[config.mk]
export PLATFORM = sky130hd
export DESIGN_NAME = dmac_irq_regs
export DESIGN_NICKNAME = d
export VERILOG_FILES = /design/src/rtl/dmac_regs_pkg.sv /design/src/rtl/dmac_bitwe_reg.sv /design/src/rtl/dmac_irq_raw.sv /design/src/rtl/dmac_irq_regs.sv
export SDC_FILE = /design/constraint.sdc
export NUM_CORES = 1
export LEC_CHECK = 0
export BUFFER_PORTS_ARGS = -buffer_cell sky130_fd_sc_hd__buf_2
export CAP_MARGIN = 15
export CORE_MARGIN = 8
export CORE_UTILIZATION = 58
export DETAILED_ROUTE_END_ITERATION = 16
export PLACE_DENSITY = 0.95
export SYNTH_ARGS = -nofsm -noshare
export SYNTH_HDL_FRONTEND = slang
export SYNTH_SLANG_ARGS = --single-unit
[constraint.sdc]
create_clock -name clk -period 7.5 [get_ports clk]
set_input_delay 1.125 -clock clk [delete_from_list [all_inputs] [get_ports clk]]
set_output_delay 1.125 -clock clk [all_outputs]
set_load 0.01 [all_outputs]
[src/rtl/dmac_regs_pkg.sv]
package dmac_regs_pkg;

    localparam int NUM_CH  = 8;
    localparam int NUM_IRQ = 5;
    localparam int ADDR_W  = 12;
    localparam int DATA_W  = 32;
    localparam int STRIDE  = 8;

    localparam logic [ADDR_W-1:0] OFS_RAW  = 12'h2C0;
    localparam logic [ADDR_W-1:0] OFS_STAT = 12'h2E8;
    localparam logic [ADDR_W-1:0] OFS_MASK = 12'h310;
    localparam logic [ADDR_W-1:0] OFS_CLR  = 12'h338;
    localparam logic [ADDR_W-1:0] OFS_COMB = 12'h360;
    localparam logic [ADDR_W-1:0] OFS_GCFG = 12'h398;
    localparam logic [ADDR_W-1:0] OFS_CHEN = 12'h3A0;

    // Class order fixes the bit position in the combined status word.
    typedef enum logic [2:0] {
        IRQ_TFR  = 3'd0,
        IRQ_BLK  = 3'd1,
        IRQ_SRCT = 3'd2,
        IRQ_DSTT = 3'd3,
        IRQ_ERR  = 3'd4
    } irq_kind_e;

    typedef enum logic [1:0] {
        REG_RAW  = 2'd0,
        REG_STAT = 2'd1,
        REG_MASK = 2'd2,
        REG_CLR  = 2'd3
    } class_reg_e;

    typedef struct packed {
        logic              hit;
        class_reg_e        kind;
        logic [2:0]        idx;
    } class_dec_t;

    function automatic logic [ADDR_W-1:0] class_ofs(logic [ADDR_W-1:0] base, int k);
        return base + ADDR_W'(STRIDE * k);
    endfunction

endpackage

[src/rtl/dmac_bitwe_reg.sv]
// Register whose bits are written only where a per-bit write enable is set.
module dmac_bitwe_reg #(
    parameter int W = 8,
    parameter logic [W-1:0] RST_VAL = '0
) (
    input  logic         clk,
    input  logic         rst,
    input  logic         wr_stb,
    input  logic [W-1:0] wr_sel,
    input  logic [W-1:0] wr_val,
    output logic [W-1:0] q
);

    logic [W-1:0] sel_eff;

    always_comb begin
        sel_eff = wr_stb ? wr_sel : '0;
    end

    always_ff @(posedge clk) begin
        if (rst) begin
            q <= RST_VAL;
        end else begin
            q <= (q & ~sel_eff) | (wr_val & sel_eff);
        end
    end

    // with no write strobe the register holds its value
    a_r3_hold_idle: assert property (@(posedge clk) disable iff (rst)
        !wr_stb |=> $stable(q));

    // channels not selected by the enable byte keep their bit
    a_r3_unselected_kept: assert property (@(posedge clk) disable iff (rst)
        wr_stb |=> (((q ^ $past(q)) & ~$past(wr_sel)) == '0));

    // selected channels take the written value
    a_r4_selected_taken: assert property (@(posedge clk) disable iff (rst)
        wr_stb |=> ((q & $past(wr_sel)) == ($past(wr_val) & $past(wr_sel))));

endmodule

[src/rtl/dmac_irq_raw.sv]
// Sticky raw interrupt bits of one class: set by events, cleared by writes.
module dmac_irq_raw #(
    parameter int W = 8
) (
    input  logic         clk,
    input  logic         rst,
    input  logic [W-1:0] ev,
    input  logic         clr_stb,
    input  logic [W-1:0] clr_bits,
    output logic [W-1:0] q
);

    logic [W-1:0] clr_eff;

    always_comb begin
        clr_eff = clr_stb ? clr_bits : '0;
    end

    // Event term is ORed last, so an event beats a clear in the same cycle.
    always_ff @(posedge clk) begin
        if (rst) begin
            q <= '0;
        end else begin
            q <= (q & ~clr_eff) | ev;
        end
    end

    // every pulsed bit is set one cycle later, clear or not
    a_r9_event_wins: assert property (@(posedge clk) disable iff (rst)
        (|ev) |=> ((q & $past(ev)) == $past(ev)));

    // without a clear, set bits stay set
    a_r7_sticky: assert property (@(posedge clk) disable iff (rst)
        !clr_stb |=> ((q & $past(q)) == $past(q)));

    // cleared bits without a concurrent event are zero next cycle
    a_r8_clear_takes: assert property (@(posedge clk) disable iff (rst)
        clr_stb |=> ((q & $past(clr_bits) & ~$past(ev)) == '0));

    // bits not named by the clear and not pulsed are unchanged
    a_r8_clear_narrow: assert property (@(posedge clk) disable iff (rst)
        clr_stb |=> (((q ^ $past(q)) & ~$past(clr_bits) & ~$past(ev)) == '0));

endmodule

[src/rtl/dmac_irq_regs.sv]
module dmac_irq_regs
    import dmac_regs_pkg::*;
#(
    parameter int N_CH  = NUM_CH,
    parameter int N_IRQ = NUM_IRQ,
    parameter int AW    = ADDR_W,
    parameter int DW    = DATA_W
) (
    input  logic            clk,
    input  logic            rst,
    input  logic [AW-1:0]   bus_addr,
    input  logic            bus_we,
    input  logic [DW-1:0]   bus_wdata,
    output logic [DW-1:0]   bus_rdata,
    input  logic [N_CH-1:0] ev_tfr,
    input  logic [N_CH-1:0] ev_blk,
    input  logic [N_CH-1:0] ev_srct,
    input  logic [N_CH-1:0] ev_dstt,
    input  logic [N_CH-1:0] ev_err,
    output logic [N_CH-1:0] chan_en_o,
    output logic            ctrl_en_o,
    output logic            irq_o
);

    localparam int SEL_LO = N_CH;
    localparam int SEL_HI = 2 * N_CH - 1;

    logic [N_IRQ-1:0][N_CH-1:0] ev_all;
    logic [N_IRQ-1:0][N_CH-1:0] raw_q;
    logic [N_IRQ-1:0][N_CH-1:0] mask_q;
    logic [N_IRQ-1:0][N_CH-1:0] stat;
    logic [N_IRQ-1:0]           comb;
    logic [N_IRQ-1:0]           mask_stb;
    logic [N_IRQ-1:0]           clr_stb;
    logic                       gcfg_q;
    logic                       chen_stb;
    logic [N_CH-1:0]            wr_sel;
    logic [N_CH-1:0]            wr_val;
    logic                       unused_wdata;

    assign unused_wdata = ^bus_wdata[DW-1:SEL_HI+1];

    always_comb begin
        ev_all[IRQ_TFR]  = ev_tfr;
        ev_all[IRQ_BLK]  = ev_blk;
        ev_all[IRQ_SRCT] = ev_srct;
        ev_all[IRQ_DSTT] = ev_dstt;
        ev_all[IRQ_ERR]  = ev_err;
    end

    assign wr_sel   = bus_wdata[SEL_HI:SEL_LO];
    assign wr_val   = bus_wdata[N_CH-1:0];
    assign chen_stb = bus_we && (bus_addr == OFS_CHEN) && gcfg_q;

    // Global controller enable
    always_ff @(posedge clk) begin
        if (rst) begin
            gcfg_q <= 1'b0;
        end else if (bus_we && bus_addr == OFS_GCFG) begin
            gcfg_q <= bus_wdata[0];
        end
    end

    dmac_bitwe_reg #(.W(N_CH), .RST_VAL('0)) u_chen (
        .clk    (clk),
        .rst    (rst),
        .wr_stb (chen_stb),
        .wr_sel (wr_sel),
        .wr_val (wr_val),
        .q      (chan_en_o)
    );

    for (genvar k = 0; k < N_IRQ; k++) begin : g_class
        assign mask_stb[k] = bus_we && (bus_addr == class_ofs(OFS_MASK, k));
        assign clr_stb[k]  = bus_we && (bus_addr == class_ofs(OFS_CLR, k));

        dmac_bitwe_reg #(.W(N_CH), .RST_VAL('0)) u_mask (
            .clk    (clk),
            .rst    (rst),
            .wr_stb (mask_stb[k]),
            .wr_sel (wr_sel),
            .wr_val (wr_val),
            .q      (mask_q[k])
        );

        dmac_irq_raw #(.W(N_CH)) u_raw (
            .clk      (clk),
            .rst      (rst),
            .ev       (ev_all[k]),
            .clr_stb  (clr_stb[k]),
            .clr_bits (wr_val),
            .q        (raw_q[k])
        );

        assign stat[k] = raw_q[k] & mask_q[k];
        assign comb[k] = |stat[k];
    end

    assign ctrl_en_o = gcfg_q;
    assign irq_o     = |comb;

    // Read mux
    always_comb begin
        bus_rdata = '0;
        for (int k = 0; k < N_IRQ; k++) begin
            if (bus_addr == class_ofs(OFS_RAW, k))  bus_rdata[N_CH-1:0] = raw_q[k];
            if (bus_addr == class_ofs(OFS_STAT, k)) bus_rdata[N_CH-1:0] = stat[k];
            if (bus_addr == class_ofs(OFS_MASK, k)) bus_rdata[N_CH-1:0] = mask_q[k];
        end
        if (bus_addr == OFS_COMB) bus_rdata[N_IRQ-1:0] = comb;
        if (bus_addr == OFS_GCFG) bus_rdata[0]         = gcfg_q;
        if (bus_addr == OFS_CHEN) bus_rdata[N_CH-1:0]  = chan_en_o;
    end

    // channel enables cannot change while the controller is off
    a_r6_gated_off: assert property (@(posedge clk) disable iff (rst)
        !ctrl_en_o |=> $stable(chan_en_o));

    // the global enable moves only on a write to its address
    a_r5_gcfg_write_only: assert property (@(posedge clk) disable iff (rst)
        !(bus_we && bus_addr == OFS_GCFG) |=> $stable(ctrl_en_o));

    // an interrupt needs at least one unmasked channel
    a_r10_irq_needs_mask: assert property (@(posedge clk) disable iff (rst)
        irq_o |-> (|mask_q));

    // an interrupt needs at least one latched raw bit
    a_r11_irq_needs_raw: assert property (@(posedge clk) disable iff (rst)
        irq_o |-> (|raw_q));

endmodule

==> Word level (Yosys, flattened, before mapping) <==
Index checks and enable logic that the tools add are counted.
{ "op_classes": {"n_reduce_logical": 19, "muxes": 29, "bitwise": 44, "eq_ne": 23} }
{ "ops": {"columns": ["op", "n"], "rows": [
  ["12-bit by 10-bit equality test with 1-bit output (second input constant)", 23],
  ["8-bit two-way mux", 27],
  ["8-bit AND", 22],
  ["8-bit inverter", 11],
  ["8-bit bitwise OR", 11],
  ["40-bit OR reduction", 1],
  ["8-bit OR reduction", 5],
  ["1-bit logical AND", 13],
  ["5-bit two-way mux", 1],
  ["1-bit two-way mux", 1]
]} }
{ "totals": {"word_cells": 127, "out_inout_bits": 42, "reg_bits": 89, "in_bits": 87} }

==> Longest topological paths before layout <==
Gate-level depths: netlist (run 1).
{ "logic_depth": {"word_depth": 19, "ltp_mapped": 9, "depth_no_buf": 7} }

==> Modules after synthesis <==
From an unflattened synthesis (run 1), not the netlist that was laid out.
{ "hier_totals": {"cells_unflattened": 689, "hier_area_um2": 5858.1} }
{ "modules_own_cells": {"columns": ["module", "cells_per_inst", "seq_area_each_um2", "n_inst", "area_each_um2"], "rows": [
  ["dmac_bitwe_reg", 35, 160.2, 6, 346.6],
  ["dmac_irq_regs", 309, 20.0, 1, 1983.2],
  ["dmac_irq_raw", 34, 160.2, 5, 359.1]
]} }

==> Least setup slack after synthesis (run 1) <==
Ideal clock, no wire load.
{ "synth_timing": {"kind": "input to output", "start": "input bus_addr[2]", "end": "output bus_rdata[4]", "required_ps": 6375, "arrival_time_ps": 3026, "n_path_buf": 1, "stages": 8, "path_slack_ps": 3349, "path_cell_list": "or4_1 > buf_2 > nor4_4 > a41o_1 > a21oi_1 > a211oi_1 > o311ai_1 > a211oi_1"} }
{ "synth_between": {"elab_chain_len": 18} }
{ "synth_lines": {"columns": ["item", "line_no", "source"], "rows": [
  ["start, declared", "dmac_irq_regs.sv:11", "input logic [AW-1:0] bus_addr,"],
  ["12-bit by 10-bit equality test with 1-bit output", "dmac_irq_regs.sv:106", "if (bus_addr == class_ofs(OFS_RAW, k)) bus_rdata[N_CH-1:0] = raw_q[k];"],
  ["8-bit two-way mux", "dmac_irq_regs.sv:106", null],
  ["8-bit two-way mux", "dmac_irq_regs.sv:107", "if (bus_addr == class_ofs(OFS_STAT, k)) bus_rdata[N_CH-1:0] = stat[k];"],
  ["8-bit two-way mux", "dmac_irq_regs.sv:108", "if (bus_addr == class_ofs(OFS_MASK, k)) bus_rdata[N_CH-1:0] = mask_q[k];"],
  ["8-bit two-way mux", "dmac_irq_regs.sv:106", null],
  ["8-bit two-way mux", "dmac_irq_regs.sv:107", null],
  ["8-bit two-way mux", "dmac_irq_regs.sv:108", null],
  ["8-bit two-way mux", "dmac_irq_regs.sv:106", null],
  ["(+2 left out)", null, null],
  ["8-bit two-way mux", "dmac_irq_regs.sv:106", null],
  ["8-bit two-way mux", "dmac_irq_regs.sv:107", null],
  ["8-bit two-way mux", "dmac_irq_regs.sv:108", null],
  ["8-bit two-way mux", "dmac_irq_regs.sv:106", null],
  ["8-bit two-way mux", "dmac_irq_regs.sv:107", null],
  ["8-bit two-way mux", "dmac_irq_regs.sv:108", null],
  ["5-bit two-way mux", "dmac_irq_regs.sv:110", "if (bus_addr == OFS_COMB) bus_rdata[N_IRQ-1:0] = comb;"],
  ["8-bit two-way mux (*)", "dmac_irq_regs.sv:112", "if (bus_addr == OFS_CHEN) bus_rdata[N_CH-1:0] = chan_en_o;"],
  ["end, declared", "dmac_irq_regs.sv:14", "output logic [DW-1:0] bus_rdata,"]
]} }
Mark *: on every way between the ends. The rest lies on a longest branch, timed or not.

==> Worst setup path after layout (run 1) <==
{ "layout_timing": {"start": "input bus_addr[3]", "end": "output bus_rdata[0]"} }
{ "layout_between": {"elab_chain_len": 19} }
{ "layout_lines": {"columns": ["item", "line_no", "source"], "rows": [
  ["12-bit by 10-bit equality test with 1-bit output", "dmac_irq_regs.sv:106", null],
  ["8-bit two-way mux", "dmac_irq_regs.sv:106", null],
  ["8-bit two-way mux", "dmac_irq_regs.sv:107", null],
  ["8-bit two-way mux", "dmac_irq_regs.sv:108", null],
  ["8-bit two-way mux", "dmac_irq_regs.sv:106", null],
  ["8-bit two-way mux", "dmac_irq_regs.sv:107", null],
  ["8-bit two-way mux", "dmac_irq_regs.sv:108", null],
  ["8-bit two-way mux", "dmac_irq_regs.sv:106", null],
  ["(+3 left out)", null, null],
  ["8-bit two-way mux", "dmac_irq_regs.sv:107", null],
  ["8-bit two-way mux", "dmac_irq_regs.sv:108", null],
  ["8-bit two-way mux", "dmac_irq_regs.sv:106", null],
  ["8-bit two-way mux", "dmac_irq_regs.sv:107", null],
  ["8-bit two-way mux", "dmac_irq_regs.sv:108", null],
  ["5-bit two-way mux", "dmac_irq_regs.sv:110", null],
  ["1-bit two-way mux", "dmac_irq_regs.sv:111", "if (bus_addr == OFS_GCFG) bus_rdata[0] = gcfg_q;"],
  ["8-bit two-way mux (*)", "dmac_irq_regs.sv:112", null]
]} }
Marked as above.

==> results of run 1 <==
-- power by group through the flow --
stage / clock network [mW] / logic [mW] / registers, mW
CTS: 0.343 / 0.0907 / 0.504
global placement: 0 / 0.0884 / 0.515
finish: 0.342 / 0.0937 / 0.505
global route: 0.359 / 0.101 / 0.506
floorplan: 0 / 0.0631 / 0.508
detailed placement: 0 / 0.0905 / 0.515
-- cell families (layout without fill, tap and decap cells) --
family,Yosys count,in the layout,synth area share (%)
other,1,24,0.0703
AOI/OAI and AO/OA,207,207,24.5
buffers and inverters,77,114,7.46
muxes,34,34,6.38
and+or+nand+nor,332,332,28.1
xor gates and xnor gates,1,1,0.164
DFF,89,89,33.4
-- layout make-up --
type / instances / area [um^2]
multi-input combinational: 598 / 3240
fill: 822 / 3210
sequential: 89 / 1780
timing repair buffer: 91 / 463
tap: 111 / 139
clock buffer: 9 / 124
clock inverter: 7 / 76.3
inverter: 7 / 26.3
-- stage by stage --
stage               hold slack [ns]  instance area [um^2]  util (%)  cells
finish                        0.491                  5850      64.6    912
global route                  0.514                  5850      64.6    912
detailed placement            0.474                  5650      62.4    896
global placement              0.463                  5650      62.4    896
CTS                           0.487                  5850      64.6    912
floorplan                     0.449                  5420         -    764
-- critical path, delay by kind of cell --
kind / cells / cell delay [ns]
and+or+nand+nor: 4 / 2.18
AOI/OAI and AO/OA: 3 / 0.61
buffers and inverters: 2 / 0.36
-- metal layers --
layer | track usage (%) | up-vias
li1 | - | 2700
met1 | 35.2 | 2721
met2 | 45.7 | 460
met3 | 11.1 | 75
met4 | 14.7 | 0
met5 | 0 | -
-- worst min-delay path by stage --
stage | start | end | slack, ns | cells past startpoint
after floorplan | register | register | 0.45 | 2
after global placement | register | register | 0.46 | 2
after detailed placement | register | register | 0.47 | 2
after CTS | register | register | 0.49 | 2
after global routing | register | register | 0.51 | 2
final | register | register | 0.49 | 2
-- cell usage in the layout (no fill, tap or decap), types with 18 or more instances in the layout --
cell | netlist | routed
nand2_1 | 131 | 131
nor2_1 | 112 | 112
dfxtp_1 | 89 | 89
buf_2 | 15 | 88
a21oi_1 | 86 | 86
mux2i_1 | 34 | 34
o21ai_0 | 28 | 28
nand3_1 | 26 | 26
conb_1 | 1 | 24
a22oi_1 | 18 | 18
==> impl_metrics.tcl, run 1 <==
set metrics [dict create \
    grt_max_degree 90 \
    worstPathArrival_ns 4.28 \
    cts_buffer_depth 2 \
    drt_iter0_drc 652 \
    route.detailed.drc 0 \
    p_int_uw 675 \
    cts.sinks 89 \
    antenna_found_initial 0 \
    max_freq_mhz 185 \
    layout-drive-gt1-share_pct 15.6 \
    layout.nets 883 \
    routabilityCongestion 1.03 \
    area_delta_synth_final_pct 9.68 \
    ant_nets 0 \
    ys.flop_type "dfxtp_1" \
    r2r_cells 5 \
    avgSynthCellArea_um2 7.20 \
    via_count 5956 \
    dp.final_hpwl_um 13800 \
    synth_edf_count 0 \
    hold_violations 0 \
    ys_seq_area_share_pct 33.4 \
    p_seq_share_pct 53.7 \
    crit_path_end_kind "primary output" \
    syn-instance-count 741 \
    switchingPower_uw 266 \
    die_w_um 112 \
    r2r_start "ctrl_en_o" \
    crit_chain "buf_2, or4_1, nor2_1, a22oi_1, a311oi_1, a211oi_1, or3_1, nand3_1, buf_2" \
    ios 129 \
    post_drt_via_cell_ratio 6.53 \
    path_max_fanout 21 \
    start_util_pct 58.9 \
    antenna_cells 0 \
    startpoint "bus_addr[3]" \
    cp_slowest_cell "nor2_1" \
    worst_pin_slew_ns 1.23 \
    dr_wl_met2_um 8100 \
    cts_made_buffers 9 \
    rows 35 \
    leakage_nw 2.49 \
    post-route-period-util_pct 72.0 \
    crit_type "input port to primary output" \
    synth_top_cell_area_share_pct 33.4 \
    die_h_um 112 \
    slew_headroom_pct 17.8 \
    top_layer "met4" \
    pwr-share-clk_pct 36.3 \
    setup_ws_ns 2.10 \
    wl_met1_um 7160 \
    drv_slew 0 \
    min_period_ns 5.40 \
    tns_ns 0 \
    p_per_area_mw_per_mm2 161 \
    synth_commonest_cells "131 x nand2_1, 112 x nor2_1, 89 x dfxtp_1, 86 x a21oi_1, 34 x mux2i_1" \
    place_ws_ns 2.29 \
    synthesis.area_mm2 0.00534 \
    ys_async_sr_fraction_pct 0 \
    cp-endpoint "bus_rdata[0]" \
    wl_per_cell_um 20.6 \
    io_buffers 88 \
    min_path_type "register to register" \
    synth_top_cell_by_area "dfxtp_1" \
    cts_tree "yes" \
    synth_warnings 0 \
    combPwrFrac_pct 10.0 \
    core_area_mm2 0.00906 \
    cts_root_buf "clkbuf_8" \
    post_cts_buffers 0 \
    synth_cell_types 56 \
    cpPeakStageDelay_ns 0.99 \
    required_ns 6.38 \
    totalPowerFinal_uw 941 \
    skew_ns 0.0106 \
    first_pass_iters 6 \
    status "complete, no violations" \
    cap_violations 0 \
    netlist_top_cells_area "dfxtp_1 33%, nand2_1 9.2%, a21oi_1 8.1%" \
    postCtsHoldBufs 0 \
    die_area_mm2 0.0125 \
    critPathLaunchType "input port" \
    wl_met3_um 2630 \
    crit_top_cell "buf_2" \
    sw_frac_of_total_pct 28.3 \
    setup-violations-final 0 \
    ir_worst_vdd_v 0.000135 \
    grt_use_total_pct 29.5 \
    postCtsResizedCells 0 \
    rrSetupSlack_ns 5.92 \
    yosys_register_bits 89 \
    rsz0062_at_grt "no" \
    synth_most_common_cell "nand2_1" \
    clkTransAtPathRegs_ns 0.09 \
    first_global_vias 5692 \
    grt_pass1_wl_um 29900 \
    drt-total-wl_um 18800 \
    cts_max_level 3 \
    worstSkewPairLatency_ns 0.37 \
    grt_overflow 0 \
]
(Power assumes the default switching activity.)
==> inputs of run 2 (changes only) <==
Settings changed: CORE_UTILIZATION 58 to 54, PLACE_DENSITY 0.95 to 0.9.
Clock period 7.5 ns to 5.5 ns, I/O delays scaled along.
==> impl_metrics.tcl, run 2 (synthesized netlist as in run 1, its figures left out) <==
set metrics [dict create \
    via_count 5751 \
    die_h_um 115 \
    cts_made_buffers 9 \
    leakage_nw 2.50 \
    ios 129 \
    route.detailed.drc 0 \
    layout.nets 885 \
    grt_use_total_pct 27.7 \
    cts_buffer_depth 2 \
    cts_max_level 3 \
    critPathLaunchType "input port" \
    ir_worst_vdd_v 0.000148 \
    switchingPower_uw 367 \
    grt_max_degree 90 \
    max_freq_mhz 223 \
    area_delta_synth_final_pct 10.7 \
    required_ns 4.68 \
    die_w_um 115 \
    dp.final_hpwl_um 13500 \
    post_cts_buffers 0 \
    min_period_ns 4.48 \
    drv_slew 0 \
    rows 36 \
    cpPeakStageDelay_ns 0.70 \
    cts.sinks 89 \
    p_per_area_mw_per_mm2 220 \
    combPwrFrac_pct 9.8 \
    fin_hold_ws_ns 0.479 \
    mostFrequentLayoutCells "131 x nand2_1, 112 x nor2_1, 89 x dfxtp_1" \
    grt_overflow 0 \
    path_max_fanout 21 \
    io_buffers 88 \
    p_int_uw 933 \
    grt_pass1_wl_um 28800 \
    worstPathArrival_ns 3.66 \
    pwr-share-clk_pct 37.2 \
    slew_headroom_pct 26.4 \
    cts_tree "yes" \
    final_common_cell "nand2_1" \
    die_area_mm2 0.0133 \
    postCtsResizedCells 0 \
    rsz0062_at_grt "no" \
    first_global_vias 5311 \
    crit_type "input port to primary output" \
    post-route-period-util_pct 81.5 \
    wl_per_cell_um 19.7 \
    cts_root_buf "clkbuf_8" \
    worstSkewPairLatency_ns 0.38 \
    hold_violations 0 \
    crit_path_end_kind "primary output" \
    worst_pin_slew_ns 1.10 \
    skew_ns 0.00674 \
    first_pass_iters 5 \
    core_area_mm2 0.00968 \
    cp_slowest_cell "or4_1" \
    p_seq_share_pct 53.0 \
    drt-total-wl_um 18400 \
    routabilityCongestion 1.01 \
    postCtsHoldBufs 0 \
    start_util_pct 55.1 \
    clkTransAtPathRegs_ns 0.09 \
    num-fill-cells 917 \
    post_drt_via_cell_ratio 6.14 \
    setup-violations-final 0 \
    min_path_type "register to register" \
    drt_iter0_drc 674 \
    crit_chain "buf_2, or4_1, nor2_1, a21oi_1, o22ai_1, a31oi_1, o221ai_1, a21oi_1, buf_2" \
    tns_ns 0 \
    layout-drive-gt1-share_pct 15.8 \
    cap_violations 0 \
    status "complete, no violations" \
    antenna_found_initial 0 \
    sw_frac_of_total_pct 28.2 \
    ant_nets 0 \
    antenna_cells 0 \
]
## run 2: changes by cell type in the layout (fill, tap and decap cells not counted)
cell      change
buf_4         +2
clkinv_2      -2
clkinv_4      +2
clkbuf_8      +1
inv_8         -1
## run 2: per-stage QoR
stage	total power [mW]	area [um^2]	utilization, %	std cells	setup slack, ns
2_1_floorplan	0.779	5420	-	764	1.95
3_3_place_gp	0.822	5700	58.8	920	1.17
3_5_place_dp	0.825	5700	58.8	920	1.16
4_1_cts	1.30	5910	61.0	936	1.15
5_1_grt	1.34	5910	61.0	936	0.932
6_report	1.30	5910	61.0	936	1.02
## run 2: worst max-delay path, delay by kind of cell
family	cells	cell delay, ns
simple gates	2	1.27
buf+inv	2	0.38
compound gates	5	1.18
## run 2: routing by layer
layer	routed length [um]	vias to the layer above	GRT usage [%]
met3	2110	57	6.25
met2	7800	358	40.8
met4	788	0	14.4
met1	7730	2629	37.0
li1	-	2707	-
met5	0	-	0
## run 2: cell type report
cell class              instances  area, um^2  area share (%)
flip-flops and latches         89        1780            30.2
repair buffers                 93         478            8.09
well taps                     133         166            2.82
inverters                       7        26.3           0.445
clock buffers                  10         138            2.33
multi-input cells             598        3240            54.9
clock inverters                 6        72.6            1.23
## run 2: path summary, 6_finish.rpt
path                    start      endpoint  slack, ns  cells past startpoint
hold reg to reg      register      register       0.48                      2
setup / recovery  bus_addr[3]  bus_rdata[6]       1.02                      9
setup reg to reg    ctrl_en_o      register       3.93                      5
hold / removal       register      register       0.48                      2
## run 2: power groups by stage
stage / clock [mW] / combinational (mW) / sequential, mW
5_1_grt: 0.512 / 0.137 / 0.691
4_1_cts: 0.486 / 0.123 / 0.688
3_5_place_dp: 0 / 0.123 / 0.703
6_report: 0.484 / 0.127 / 0.689
3_3_place_gp: 0 / 0.120 / 0.702
2_1_floorplan: 0 / 0.0860 / 0.693
